[src/rtl/irqc_pkg.sv]
package irqc_pkg;
    parameter int unsigned SRC_N  = 6;
    parameter int unsigned STAT_N = 3;
    localparam int unsigned EXT_N = SRC_N - STAT_N;
    parameter int unsigned DW     = 8;
    parameter int unsigned AW     = 2;

    localparam logic [AW-1:0] ADR_STAT = 2'd0;
    localparam logic [AW-1:0] ADR_EN   = 2'd1;
    localparam logic [AW-1:0] ADR_EXT  = 2'd2;

    typedef enum logic [0:0] {
        ST_IDLE = 1'b0,
        ST_HOLD = 1'b1
    } rd_state_e;
endpackage

[src/rtl/irqc_stat_flags.sv]
module irqc_stat_flags
    import irqc_pkg::*;
#(
    parameter int unsigned N = STAT_N
) (
    input  logic         clk,
    input  logic         rst_n,
    input  logic [N-1:0] ev_i,
    input  logic         rd_start_i,
    input  logic         rd_en_i,
    output logic [N-1:0] flags_o
);
    rd_state_e    state_q, state_d;
    logic [N-1:0] flags_q, pend_q;
    logic         busy, release_rd;

    // state register
    always_ff @(posedge clk or negedge rst_n) begin
        if (!rst_n) state_q <= ST_IDLE;
        else        state_q <= state_d;
    end

    // next state: START_READ, STAY, END_READ
    always_comb begin
        state_d = state_q;
        unique case (state_q)
            ST_IDLE: if (rd_start_i) state_d = ST_HOLD;
            ST_HOLD: if (!rd_en_i)   state_d = ST_IDLE;
        endcase
    end

    // outputs of the sequencer
    always_comb begin
        busy       = 1'b0;
        release_rd = 1'b0;
        unique case (state_q)
            ST_IDLE: busy = rd_start_i;
            ST_HOLD: begin
                busy       = rd_en_i;
                release_rd = !rd_en_i;
            end
        endcase
    end

    always_ff @(posedge clk or negedge rst_n) begin
        if (!rst_n) begin
            flags_q <= '0;
            pend_q  <= '0;
        end else if (release_rd) begin
            flags_q <= pend_q | ev_i;
            pend_q  <= '0;
        end else if (busy) begin
            pend_q  <= pend_q | ev_i;
        end else begin
            flags_q <= flags_q | ev_i;
        end
    end

    assign flags_o = flags_q;

    // frozen during an ongoing read
    a_r5_frozen_in_read: assert property (@(posedge clk) disable iff (!rst_n)
        (state_q == ST_HOLD && rd_en_i) |=> $stable(flags_q));

    // events of the closing cycle and deferred ones are kept
    a_r6_no_event_lost: assert property (@(posedge clk) disable iff (!rst_n)
        (state_q == ST_HOLD && !rd_en_i) |=> ((flags_q & $past(ev_i)) == $past(ev_i)));

    // outside a read an event sets its flag
    a_r2_event_sets: assert property (@(posedge clk) disable iff (!rst_n)
        (state_q == ST_IDLE && !rd_start_i) |=> ((flags_q & $past(ev_i)) == $past(ev_i)));

    // the read ending with no events leaves nothing set
    a_r5_clear_after_read: assert property (@(posedge clk) disable iff (!rst_n)
        (state_q == ST_HOLD && !rd_en_i && pend_q == '0 && ev_i == '0) |=> (flags_q == '0));
endmodule

[src/rtl/irqc_ext_flags.sv]
module irqc_ext_flags
    import irqc_pkg::*;
#(
    parameter int unsigned N = EXT_N
) (
    input  logic         clk,
    input  logic         rst_n,
    input  logic [N-1:0] ev_i,
    input  logic         clr_we_i,
    input  logic [N-1:0] keep_mask_i,
    output logic [N-1:0] flags_o
);
    logic [N-1:0] flags_q;

    for (genvar i = 0; i < N; i++) begin : g_bit
        logic clr;
        assign clr = clr_we_i && !keep_mask_i[i];

        always_ff @(posedge clk or negedge rst_n) begin
            if (!rst_n) flags_q[i] <= 1'b0;
            else        flags_q[i] <= (flags_q[i] && !clr) || ev_i[i];
        end

        // event wins over a clearing write
        a_r8_event_wins: assert property (@(posedge clk) disable iff (!rst_n)
            ev_i[i] |=> flags_q[i]);

        // writing 1 leaves a set flag alone
        a_r8_one_no_effect: assert property (@(posedge clk) disable iff (!rst_n)
            (clr_we_i && keep_mask_i[i] && flags_q[i]) |=> flags_q[i]);

        // without a write the flag persists
        a_r7_persist: assert property (@(posedge clk) disable iff (!rst_n)
            (!clr_we_i && flags_q[i]) |=> flags_q[i]);
    end

    assign flags_o = flags_q;
endmodule

[src/rtl/irqc_irq_gate.sv]
module irqc_irq_gate
    import irqc_pkg::*;
#(
    parameter int unsigned N = SRC_N
) (
    input  logic         clk,
    input  logic         rst_n,
    input  logic         en_we_i,
    input  logic [N-1:0] en_wdata_i,
    input  logic [N-1:0] flags_i,
    output logic [N-1:0] en_o,
    output logic         irqf_o
);
    logic [N-1:0] en_q;

    always_ff @(posedge clk or negedge rst_n) begin
        if (!rst_n)       en_q <= '0;
        else if (en_we_i) en_q <= en_wdata_i;
    end

    assign en_o   = en_q;
    assign irqf_o = |(flags_i & en_q);

    // enable register holds its value without a write
    a_r9_enable_hold: assert property (@(posedge clk) disable iff (!rst_n)
        !en_we_i |=> $stable(en_q));

    // a write enabling a set, unchanged flag requests at once
    a_r3_enable_immediate: assert property (@(posedge clk) disable iff (!rst_n)
        (en_we_i && |(en_wdata_i & flags_i)) |=> (irqf_o || !$stable(flags_i)));
endmodule

[src/rtl/irq_flag_ctrl.sv]
module irq_flag_ctrl
    import irqc_pkg::*;
(
    input  logic          clk,
    input  logic          rst_n,
    input  logic [5:0]    ev_i,
    input  logic          rd_en_i,
    input  logic          wr_en_i,
    input  logic [1:0]    addr_i,
    input  logic [7:0]    wdata_i,
    output logic [7:0]    rdata_o,
    output logic          irq_oe_o,
    output logic          irq_lvl_o
);
    logic [STAT_N-1:0] stat_flags;
    logic [EXT_N-1:0]  ext_flags;
    logic [SRC_N-1:0]  en;
    logic              irqf;
    logic              unused_wbits;

    assign unused_wbits = ^wdata_i[DW-1:SRC_N];

    irqc_stat_flags #(.N(STAT_N)) u_stat (
        .clk        (clk),
        .rst_n      (rst_n),
        .ev_i       (ev_i[STAT_N-1:0]),
        .rd_start_i (rd_en_i && addr_i == ADR_STAT),
        .rd_en_i    (rd_en_i),
        .flags_o    (stat_flags)
    );

    irqc_ext_flags #(.N(EXT_N)) u_ext (
        .clk         (clk),
        .rst_n       (rst_n),
        .ev_i        (ev_i[SRC_N-1:STAT_N]),
        .clr_we_i    (wr_en_i && addr_i == ADR_EXT),
        .keep_mask_i (wdata_i[EXT_N-1:0]),
        .flags_o     (ext_flags)
    );

    irqc_irq_gate #(.N(SRC_N)) u_gate (
        .clk        (clk),
        .rst_n      (rst_n),
        .en_we_i    (wr_en_i && addr_i == ADR_EN),
        .en_wdata_i (wdata_i[SRC_N-1:0]),
        .flags_i    ({ext_flags, stat_flags}),
        .en_o       (en),
        .irqf_o     (irqf)
    );

    always_comb begin
        rdata_o = '0;
        if (rd_en_i) begin
            unique case (addr_i)
                ADR_STAT: rdata_o = {irqf, stat_flags[0], stat_flags[1], stat_flags[2], 4'b0000};
                ADR_EN:   rdata_o = {{(DW-SRC_N){1'b0}}, en};
                ADR_EXT:  rdata_o = {{(DW-EXT_N){1'b0}}, ext_flags};
                default:  rdata_o = '0;
            endcase
        end
    end

    assign irq_oe_o  = irqf;
    assign irq_lvl_o = 1'b0;

    // status low nibble never set
    a_r4_low_nibble_zero: assert property (@(posedge clk) disable iff (!rst_n)
        (rd_en_i && addr_i == ADR_STAT) |-> (rdata_o[3:0] == 4'b0000));

    // request held while an enabled extended flag remains and no clear is written
    a_r10_hold_request: assert property (@(posedge clk) disable iff (!rst_n)
        (|(ext_flags & en[SRC_N-1:STAT_N]) && !wr_en_i) |=> irq_oe_o);
endmodule

[config.mk]
export PLATFORM = sky130hd
export DESIGN_NAME = irq_flag_ctrl
export DESIGN_NICKNAME = d
export VERILOG_FILES = /design/src/rtl/irqc_pkg.sv /design/src/rtl/irqc_stat_flags.sv /design/src/rtl/irqc_ext_flags.sv /design/src/rtl/irqc_irq_gate.sv /design/src/rtl/irq_flag_ctrl.sv
export SDC_FILE = /design/constraint.sdc
export NUM_CORES = 1
export LEC_CHECK = 0
export ABC_AREA = 0
export BUFFER_PORTS_ARGS = -buffer_cell sky130_fd_sc_hd__buf_2
export CORE_MARGIN = 2
export CORE_UTILIZATION = 35
export DETAILED_ROUTE_END_ITERATION = 16
export SLEW_MARGIN = 20
export SYNTH_ARGS = -nofsm -noshare
export SYNTH_HDL_FRONTEND = slang
export SYNTH_SLANG_ARGS = --single-unit
[constraint.sdc]
create_clock -name clk -period 1.4 [get_ports clk]
set_input_delay 0.14 -clock clk [delete_from_list [all_inputs] [get_ports clk]]
set_output_delay 0.14 -clock clk [all_outputs]
set_load 0.01 [all_outputs]
---- After elaboration in Yosys (flattened, before gate mapping) ----
Cells that the tools add are included.
storage, ports and cells
  flip-flop bits (word level) ............. 16
  bits of input ports ..................... 20
  output and inout bits ................... 10
cells by class
  eq/ne operators ......................... 3
  multiplexer cells ....................... 11
  bitwise operators ....................... 4
  reductions and logical operators ........ 22
operators with widths
  kind                  count
  $pmux W8 S3           1
  $mux W3               4
  $logic_and A1 B1 Y1   9
  $mux W8               1
  $logic_not A1 Y1      7
  $and A6 B6 Y6         1
  $or A3 B3 Y3          2
  $reduce_or A6 Y1      1
  $pmux W1 S2           2
  $logic_or A1 B1 Y1    3
  $mux W1               3
  $eq A2 B1 Y1 const B  1
  $eq A2 B2 Y1 const B  1
  $logic_not A2 Y1      1
  $ne A2 B2 Y1 const B  1
  $reduce_bool A2 Y1    1
  $not A1 Y1            1

---- Longest topological paths before layout ----
Gate-level depths: netlist (run 1).
  word-level depth ........................ 6
  gate-level depth with buffers ........... 4
  depth with buffers taken out ............ 3

---- Modules after synthesis ----
Synthesis (run 1) repeated with hierarchy kept, for this count alone.
second synthesis, totals
  cells, all modules ...................... 81
  area, all modules ....................... 868.3 µm²
modules (own cells, without submodules)
  module           times used  cells an instance  area each (µm²)  seq. area each (µm²)
  irqc_stat_flags  1           29                 330.3            175.2
  irqc_irq_gate    1           17                 279.0            150.1
  irq_flag_ctrl    1           26                 142.6            0.0
  irqc_ext_flags   1           9                  116.4            75.1

---- Least setup slack after synthesis (run 1) ----
No wires, ideal clock.
  path type ............................... register to register
  from .................................... reg u_stat.state_q
  to ...................................... reg u_stat.pend_q[0]
  setup time .............................. 0.121 ns
  arrival time ............................ 0.951 ns
  data required time ...................... 1.279 ns
  setup slack ............................. 0.328 ns
  stages on the path, launching flop included .. 4
  path through ............................ dfrtp_1 > clkbuf_1 > o21a_1 > a22o_1
on the way
  longest elaborated chain between the ends .. 3
  elaborated cells on any way between the ends .. 5
  those cells by class .................... 3 x mux; 1 x bitwise; 1 x reduce/logical
ends and longest elaborated chain
  item                              line                   source
  start, declared                   irqc_stat_flags.sv:13  rd_state_e state_q, state_d;
  start signal, assigned            irqc_stat_flags.sv:20  else state_q <= state_d;
  $not A1 Y1                        irqc_stat_flags.sv:36  unique case (state_q)
  $pmux W1 S2 (*)                   irqc_stat_flags.sv:36
  net u_stat.busy                   irqc_stat_flags.sv:15  logic busy, release_rd;
  $reduce_bool A2 Y1 (no line) (*)  n/a
  end signal, assigned              irqc_stat_flags.sv:53  pend_q <= pend_q | ev_i;
  end, declared                     irqc_stat_flags.sv:14  logic [N-1:0] flags_q, pend_q;
The timed path passes the listed nets; every way through them passes the cells marked *.
A chain may end at the register's enable or synchronous reset.

---- Final worst setup path (run 1) ----
  from .................................... reg u_gate.en_q[0], in the netlist u_gate.en_o[0]
  to ...................................... out rdata_o[7]
on the way
  longest elaborated chain between the ends .. 4
ends and longest elaborated chain
  item                    line                 source
  start, declared         irqc_irq_gate.sv:14  logic [N-1:0] en_q;
  start signal, assigned  irqc_irq_gate.sv:18  else if (en_we_i) en_q <= en_wdata_i;
  $and A6 B6 Y6           irqc_irq_gate.sv:22  assign irqf_o = |(flags_i & en_q);
  $reduce_or A6 Y1        irqc_irq_gate.sv:22
  $pmux W8 S3             irq_flag_ctrl.sv:54  unique case (addr_i)
  $mux W8                 irq_flag_ctrl.sv:53  if (rd_en_i) begin
  end, declared           irq_flag_ctrl.sv:11  output logic [7:0] rdata_o,
No other way between the ends.

==> qor.yml, run 1 <==
setup_path:
  critPathLaunchType: "flop"
  end_kind: "output port"
  crit_path_max_fanout: 2
  cp.required_ns: 1.26
  worstSetupPathType: "flop to output port"
  cp_data_arrival_time_ns: 1.26
clocking:
  clock_sinks: 16
  cts_tree: "built"
  cts_root_buf: "clkbuf_4"
  cts_max_level: 1
  clk_pin_slew_worst_paths_ns: 0.09
  clk_latency_ns: 0.28
  cts-buffers-inserted: 3
  cts.path.max_buffers: 2
place:
  place_hpwl_um: 1360
  place.gp.congestion: 0.733
  dp_cells: 128
  port_buffers: 26
synthesis:
  synth_adder_area_share: 0
  ys.flop_type: "dfrtp_1"
  synth-compound-area-share: 0.164
  syn_nets: 98
  synthMuxAreaShare: 0.129
  syn_area_um2: 855
  synthSimpleGateAreaFrac: 0.198
  avgSynthCellArea_um2: 11.0
  ys_warn_count: 0
  yosysUniqueCellTypes: 28
  async_flop_share: 1.00
  ys_ff_latch: 16
  netlist_instances: 78
  synth-edff-count: 0
  synth_xor_area_frac: 0
  ys_seq_area_frac: 0.469
  synth_top_family_by_area: "simple AND/OR/NAND/NOR gates"
final_layout:
  final_cell_mix: "buf_2 (25), dfrtp_1 (16), nor2_1 (10)"
  area.growth.synth_to_final_pct: 27.7
  fin_cells: 137
  drive_above_1_share: 0.440
  fillers: 234
  seqCellArea_um2: 400
  multi_input_area_um2: 445
  antenna_cells: 0
  fin_util: 0.484
  nets: 131
  final_common_cell: "buf_2"
floorplanning:
  die_w_um: 53.4
  core_um2: 2250
  die-height_um: 53.4
  die-area_um2: 2850
  row_count: 17
  io_pins: 30
  start_util: 0.379
job:
  maxCapViolCount: 0
detailed_routing:
  post_drt_wl_per_cell_um: 14.1
  wl_um: 1930
  drt_iter0_drc: 13
  drc: 0
  first_pass_iters: 4
  ant_nets: 0
  via_per_inst: 5.13
  vias: 703
power_and_ir_drop:
  seq_power_share: 0.523
  power.total_mw: 1.11
  pwr-share-clk: 0.219
  p_comb_frac: 0.259
  intPower_uw: 796
  power_leakage_nw: 0.527
  powerDensity_nw_per_um2: 1020
  switching_power_uw: 312
  vdd.ir_drop.worst_v: 0.000439
  switching_share: 0.282
worst_hold_path:
  holdCritPathClass: "input pin to flop"
timing:
  fin_setup_tns_ns: 0
  rsz0062_at_grt: "true"
  fin_crit_ns: 1.40
  finClkSkew_ns: 0.000341
  setup_viol: 0
  max_clock_freq_mhz: 716
  hold_viol: 0
  final.period_utilization: 0.998
  drv_slew: 0
grt:
  grt_pass1_vias: 705
  grt_use_total: 0.160
  grt_max_degree: 17
  grt_overflow_total: 0
  grt_pass1_wl_um: 3130
  antenna_found_initial: 0
status:
  outcome: "complete, no violations"
-- metrics by stage --
step                area (um2)  worst slack, ns  hold slack (ns)
global placement           992            0.240           0.0730
finish                    1090          0.00333           0.0330
floorplan                  855            0.328           -0.156
global route              1090           -0.107           0.0286
detailed placement         992            0.251           0.0784
CTS                       1060          -0.0188           0.0255
-- layout make-up --
class                           count  share of cell area
Multi-Input combinational cell     57               0.408
Sequential cell                    16               0.367
Timing Repair Buffer               32               0.169
Tap cell                           28              0.0321
Clock buffer                        3              0.0206
Inverter                            1             0.00344
-- synth_stat cells (2+ instances only) --
cell type | instances | share of area
nand2b_1 | 7 | 0.051
a22oi_1 | 6 | 0.053
mux2_4 | 6 | 0.11
a2bb2oi_1 | 3 | 0.031
o31ai_1 | 2 | 0.018
a22o_1 | 3 | 0.031
mux2i_1 | 2 | 0.023
o21ai_0 | 3 | 0.018
dfrtp_1 | 16 | 0.47
nor2b_1 | 3 | 0.022
nor2_1 | 10 | 0.044
-- timing repair --
| action | in CTS | in global routing |
|---|---|---|
| endpoints found under the setup margin | 1 | 2 |
| hold endpoints to repair | 16 | 0 |
| buffers inserted | 4 | 1 |
| resized for setup | 1 | 5 |
| pin swaps | 1 | 2 |
| hold buffers | 1 | 0 |
-- per-layer routing --
metal | vias up | GRT usage | routed length [um]
met5 | - | 0 | 0
li1 | 339 | - | -
met4 | 0 | 0.0897 | 33
met1 | 341 | 0.200 | 914
met2 | 19 | 0.249 | 882
met3 | 4 | 0.0367 | 101
-- worst paths after layout --
check | slack (ns) | to | cells past startpoint | from
min in group asynchronous | 0.29 | u_ext.flags_o[0] | 2 | rst_n
setup reg to reg | 0.29 | u_stat.pend_q[0] | 2 | u_stat.state_q
setup / recovery | 0.003 | rdata_o[7] | 4 | u_gate.en_o[0]
hold reg to reg | 0.51 | u_stat.pend_q[0] | 1 | u_stat.pend_q[0]
hold / removal | 0.03 | u_ext.flags_o[1] | 2 | ev_i[4]
max in group asynchronous | 0.84 | u_stat.pend_q[1] | 2 | rst_n
-- registers in the layout, indices dropped and copies added (netlist names) --
register / cells
u_ext.flags_o: 3
u_gate.en_o: 6
u_stat.flags_o: 3
u_stat.pend_q: 3
u_stat.state_q: 1
-- critical path: stages (launching register included) --
cell     delay [ns]
dfrtp_1        0.40
a22oi_2        0.22
nand3_2        0.10
and2_4         0.14
buf_6          0.11
-- cell families after synthesis --
family | count (synthesis)
mux | 8
simple gates | 29
compound gates | 19
other cells | 1
buf+inv | 5
flops | 16
-- power groups by stage --
stage          clock (mW)  sequential, mW  combinational (mW)
6_report            0.242           0.579               0.286
5_1_grt             0.278           0.587               0.315
4_1_cts             0.253           0.575               0.267
3_5_place_dp            0           0.586               0.234
3_3_place_gp            0           0.586               0.229
2_1_floorplan           0           0.566               0.172
Power figures use the tool's default switching activity.
==> run 2, diff against run 1 <==
clock period = 1.7 ns   (was 1.4 ns; I/O delays follow)
==> run 2 against run 1 <==
Against the previous run: clock skew is essentially flat; sequential power decreased by 18%; hold slack better by 0.031 ns; clock power is 18% lower; critical path depth stayed put.
==> qor.yml, run 2 (synthesis gave the netlist of run 1 again) <==
setup_path:
  crit_path_max_fanout: 3  # was 2
  cpMaxStageDelayCell: "dfrtp_1"  # unchanged
  max_stage_delay_ns: 0.42  # was 0.40 ns
  worstSetupPathType: "flop to output port"  # unchanged
  cp_data_arrival_time_ns: 1.30  # was 1.26 ns
  cp_cell_sequence: "a22oi_1 -> nand3_1 -> and2_1 -> buf_2"  # was a22oi_2 -> nand3_2 -> and2_4 -> buf_6
  cp.required_ns: 1.53  # was 1.26 ns
  end_kind: "output port"  # unchanged
  critPathLaunchType: "flop"  # unchanged
grt:
  grt_use_total: 0.160  # about the same
  grt_pass1_wl_um: 3180  # was 3130 um
  antenna_found_initial: 0  # unchanged
  grt_pass1_vias: 686  # was 705
  grt_overflow_total: 0  # unchanged
  grt_max_degree: 17  # unchanged
floorplanning:
  core_um2: 2250  # unchanged
  row_count: 17  # unchanged
  start_util: 0.379  # unchanged
  die-area_um2: 2850  # unchanged
  die_w_um: 53.4  # unchanged
  die-height_um: 53.4  # unchanged
  io_pins: 30  # unchanged
place:
  place_hpwl_um: 1410  # was 1360 um
  port_buffers: 26  # unchanged
  place.gp.congestion: 0.715  # was 0.733
clocking:
  cts_max_level: 1  # unchanged
  cts-buffers-inserted: 3  # unchanged
  cts.path.max_buffers: 2  # unchanged
  clk_latency_ns: 0.28  # about the same
  clock_sinks: 16  # unchanged
  cts_tree: "built"  # unchanged
  holdBufCountCts: 1  # unchanged
  cts_root_buf: "clkbuf_4"  # unchanged
  clk_pin_slew_worst_paths_ns: 0.09  # about the same
  cts_resized: 0  # was 1
  post_cts_buffers: 0  # was 4
detailed_routing:
  vias: 681  # was 703
  drt_iter0_drc: 21  # was 13
  wl_um: 1860  # was 1930 um
  ant_nets: 0  # unchanged
  first_pass_iters: 4  # unchanged
  post_drt_wl_per_cell_um: 14.1  # about the same
  drc: 0  # unchanged
  via_per_inst: 5.16  # was 5.13
power_and_ir_drop:
  pwr-share-clk: 0.229  # was 0.219
  powerDensity_nw_per_um2: 847  # was 1020 nW/um2
  switching_power_uw: 242  # was 312 uW
  power_leakage_nw: 0.500  # was 0.527 nW
  p_comb_frac: 0.223  # was 0.259
  power.total_uw: 868  # was 1.11 mW
  intPower_uw: 626  # was 796 uW
  vdd.ir_drop.worst_v: 0.000350  # was 0.000439 V
  seq_power_share: 0.548  # was 0.523
  switching_share: 0.279  # was 0.282
status:
  outcome: "complete, no violations"  # unchanged
final_layout:
  largest_reg_flops: 6  # unchanged
  drive_above_1_share: 0.365  # was 0.440
  final_cell_mix: "buf_2 (26), dfrtp_1 (16), nor2_1 (10)"  # was buf_2 (25), dfrtp_1 (16), nor2_1 (10)
  final_common_cell: "buf_2"  # unchanged
  fillers: 239  # was 234
  antenna_cells: 0  # unchanged
  nets: 126  # was 131
  area.growth.synth_to_final_pct: 19.9  # was 27.7%
timing:
  max_clock_freq_mhz: 681
  fin_setup_tns_ns: 0  # unchanged
  hold_viol: 0  # unchanged
  fin_crit_ns: 1.47
  drv_slew: 0  # unchanged
  setup_viol: 0  # unchanged
  rsz0062_at_grt: "false"  # was true
  final.period_utilization: 0.863
  finClkSkew_ns: 0.000136  # was 0.000341 ns
job:
  maxCapViolCount: 0  # unchanged
worst_hold_path:
  holdCritPathClass: "input pin to flop"  # unchanged
[run 2: power by group through the flow]
stage / registers (mW) / logic, mW / clock network [mW]
global placement: 0.482 / 0.189 / 0
CTS: 0.475 / 0.196 / 0.207
finish: 0.476 / 0.194 / 0.199
floorplan: 0.466 / 0.141 / 0
global route: 0.483 / 0.216 / 0.227
detailed placement: 0.483 / 0.193 / 0
[run 2: critical path: cells and delay by family, from the launching register on]
family          cells  cell delay [ns]
compound gates      1             0.20
flops               1             0.42
buf+inv             1             0.13
simple gates        2             0.27
[run 2: layout make-up]
cell class / instances / area, um2 / share of cell area
timing repair buffer: 27 / 140 / 0.137
multi-input combinational: 57 / 423 / 0.413
tap: 28 / 35.0 / 0.0342
inverter: 1 / 3.75 / 0.00366
sequential: 16 / 400 / 0.391
clock buffer: 3 / 22.5 / 0.0220
[run 2: metrics by stage]
step	area [um2]	instances	hold WS [ns]	util	setup slack [ns]
floorplan	855	78	-0.126	-	0.628
global placement	992	128	0.103	0.440	0.479
detailed placement	992	128	0.106	0.440	0.472
CTS	1020	132	0.0602	0.454	0.211
global route	1020	132	0.0499	0.454	0.0946
finish	1020	132	0.0637	0.454	0.233
[run 2: worst paths after layout]
| kind | from | to | slack [ns] | cells past startpoint |
|---|---|---|---|---|
| min reg2reg | u_stat.pend_q[0] | u_stat.pend_q[0] | 0.52 | 1 |
| max | u_ext.flags_o[0] | rdata_o[7] | 0.23 | 4 |
| max in group asynchronous | rst_n | u_stat.pend_q[1] | 1.11 | 2 |
| max reg2reg | u_stat.state_q | u_stat.pend_q[1] | 0.59 | 2 |
| min | ev_i[4] | u_ext.flags_o[1] | 0.06 | 2 |
| min in group asynchronous | rst_n | u_ext.flags_o[0] | 0.32 | 2 |
[run 2: metal layers]
metal  share of wire  vias up  track usage
met5               0        -            0
met2            0.45       16        0.239
met4           0.017        0       0.0897
met3           0.046        4       0.0424
li1                -      332            -
met1            0.49      329        0.208
==> run 3, diff against run 2 <==
CELL_PAD_IN_SITES_DETAIL_PLACEMENT = 1   (was default)
CELL_PAD_IN_SITES_GLOBAL_PLACEMENT = 2   (was default)
CORE_MARGIN = 10   (was 2)
CORE_UTILIZATION = 26   (was 35)
PLACE_DENSITY_LB_ADDON = 0.1   (was default)
clock period = 1.3 ns   (was 1.7 ns; I/O delays follow)
==> run 3 against run 2 <==
Against the previous run: the run now ends with setup timing left; global-route usage down 7.5 points; final cell count up 20%; via count up 6.6%; sequential power up 30%; sequential share of layout area down 5.0 points; count of clock-buffer cells in the layout up 1; critical path type unchanged; largest cell class unchanged.
==> qor.yml, run 3 (synthesis gave the netlist of run 1 again) <==
floorplanning:
  core_um2: 3100  # was 2250 um2
  die-area_um2: 5980  # was 2850 um2
  die-height_um: 77.3  # was 53.4 um
  start_util: 0.275  # was 0.379
  row_count: 20  # was 17
  die_w_um: 77.3  # was 53.4 um
  io_pins: 30  # unchanged
power_and_ir_drop:
  seq_power_share: 0.481  # was 0.548
  vdd.ir_drop.worst_v: 0.000616  # was 0.000350 V
  powerDensity_nw_per_um2: 1100  # was 847 nW/um2
  power_leakage_nw: 0.558  # was 0.500 nW
  switching_power_uw: 359  # was 242 uW
  intPower_uw: 932  # was 626 uW
  pwr-share-clk: 0.262  # was 0.229
  p_comb_frac: 0.257  # was 0.223
  switching_share: 0.278  # was 0.279
detailed_routing:
  vias: 726  # was 681
  drc: 0  # unchanged
  post_drt_wl_per_cell_um: 15.3  # was 14.1 um
  wl_met2_um: 1120  # was 829 um
  first_pass_iters: 4  # unchanged
  drt_iter0_drc: 16  # was 21
  ant_nets: 0  # unchanged
  top_layer_used: "met4"  # unchanged
  via_per_inst: 4.57  # was 5.16
  met1_length_um: 1160  # was 910 um
  wl_um: 2430  # was 1860 um
  route.met3.wl_um: 121  # was 85 um
final_layout:
  final_cell_mix: "buf_2 (25), dfrtp_1 (16), nor2_1 (10), buf_4 (10), nand2b_1 (7)"  # was buf_2 (26), dfrtp_1 (16), nor2_1 (10)
  antenna_cells: 0  # unchanged
  area.growth.synth_to_final_pct: 37.5  # was 19.9%
  largest_reg_flops: 6  # unchanged
  fin_area_um2: 1170  # was 1020 um2
  nets: 136  # was 126
  final_common_cell: "buf_2"  # unchanged
  drive_above_1_share: 0.496  # was 0.365
setup_path:
  cpMaxStageDelayCell: "dfrtp_1"  # unchanged
  r2r_slack_ns: 0.29  # was 0.59 ns
  cp_data_arrival_time_ns: 1.26  # was 1.30 ns
  crit_path_max_fanout: 2  # was 3
  critPathLaunchType: "flop"  # unchanged
  end_kind: "output port"  # unchanged
  cp_num_buf_inv: 1  # unchanged
  max_stage_delay_ns: 0.41  # was 0.42 ns
  worstSetupPathType: "flop to output port"  # unchanged
  cp_cell_sequence: "a22oi_2 -> nand3_2 -> and2_1 -> buf_2"  # was a22oi_1 -> nand3_1 -> and2_1 -> buf_2
  cp.required_ns: 1.17  # was 1.53 ns
  path_delay_family: "flip-flops"  # unchanged
clocking:
  clk_pin_slew_worst_paths_ns: 0.10  # was 0.09 ns
  cts-buffers-inserted: 3  # unchanged
  cts_max_level: 1  # unchanged
  clk_latency_ns: 0.29  # was 0.28 ns
  cts_tree: "built"  # unchanged
  cts.path.max_buffers: 2  # unchanged
  clock_sinks: 16  # unchanged
  cts_root_buf: "clkbuf_4"  # unchanged
job:
  maxCapViolCount: 0  # unchanged
timing:
  final.period_utilization: 1.07
  whs_ns: 0.0214  # was 0.0637 ns
  max_clock_freq_mhz: 717
  setup_viol: 4  # was 0
  finClkSkew_ns: 0.000316  # was 0.000136 ns
  rsz0062_at_grt: "true"  # was false
  fin_crit_ns: 1.39
  drv_slew: 0  # unchanged
  setup_ws_ns: -0.0942  # was 0.233 ns
  hold_viol: 0  # unchanged
worst_hold_path:
  holdCritPathClass: "input pin to flop"  # unchanged
place:
  place.gp.congestion: 0.717  # was 0.715
  placed_cell_area_um2: 1040  # was 992 um2
  port_buffers: 26  # unchanged
  place_hpwl_um: 1920  # was 1410 um
status:
  outcome: "complete, but fails checks"  # was complete, no violations
  violations: "setup timing"
grt:
  grt_max_degree: 17  # unchanged
  grt_pass1_vias: 815  # was 686
  grt_pass1_wl_um: 4150  # was 3180 um
  grt_overflow_total: 0  # unchanged
  antenna_found_initial: 0  # unchanged
  grt_use_total: 0.0856  # was 0.160
run 3: cell types whose count changed in the layout (fill, tap and decap cells not counted), sizes merged:
cell,previous run,this run
buf,26,36
clkbuf,3,4
run 3: layer usage:
metal  global-route usage  vias up
met2                0.128       17
li1                     -      349
met3               0.0276        4
met4               0.0328        0
met1                0.111      356
met5                    0        -
run 3: path summary, 6_finish.rpt:
check / from / endpoint / cells after the start
max: u_stat.flags_o[0] / rdata_o[7] / 4
min: ev_i[4] / u_ext.flags_o[1] / 2
max reg2reg: u_gate.en_o[3] / u_gate.en_o[3] / 3
min reg2reg: u_stat.pend_q[2] / u_stat.pend_q[2] / 1
max in group asynchronous: rst_n / u_ext.flags_o[1] / 2
min in group asynchronous: rst_n / u_gate.en_o[3] / 2
run 3: timing repair:
action                     CTS  global route
resized for setup            3             6
setup endpoints to repair    2             6
hold endpoints to repair    16             0
setup buffers                3             4
pin swaps                    3             2
hold buffers                 1             0
run 3: cell type report:
type                       count  area (um2)
fill                         379        1930
multi-input combinational     57         458
sequential                    16         400
timing repair buffer          37         221
tap                           44        55.1
clock buffer                   4        36.3
inverter                       1        3.75
run 3: metrics by stage:
step           setup slack [ns]  setup TNS (ns)  power (mW)  std cells  utilization
5_1_grt                  -0.183          -0.685        1.39        159        0.379
2_1_floorplan             0.228               0       0.794         78            -
3_3_place_gp              0.167               0       0.900        148        0.336
3_5_place_dp              0.166               0       0.902        148        0.336
6_report                -0.0942          -0.199        1.29        159        0.379
4_1_cts                  -0.146          -0.193        1.27        156        0.363
run 3: power groups by stage:
stage / combinational [mW] / clock (mW) / sequential, mW
global placement: 0.270 / 0 / 0.630
finish: 0.331 / 0.339 / 0.621
CTS: 0.302 / 0.351 / 0.618
detailed placement: 0.275 / 0 / 0.628
floorplan: 0.185 / 0 / 0.609
global route: 0.369 / 0.387 / 0.632
run 3: worst reg2reg max path: stages, from the launching register on:
cell and delay (ns):
dfrtp_1 0.41, buf_4 0.13, buf_4 0.12, mux2_4 0.24
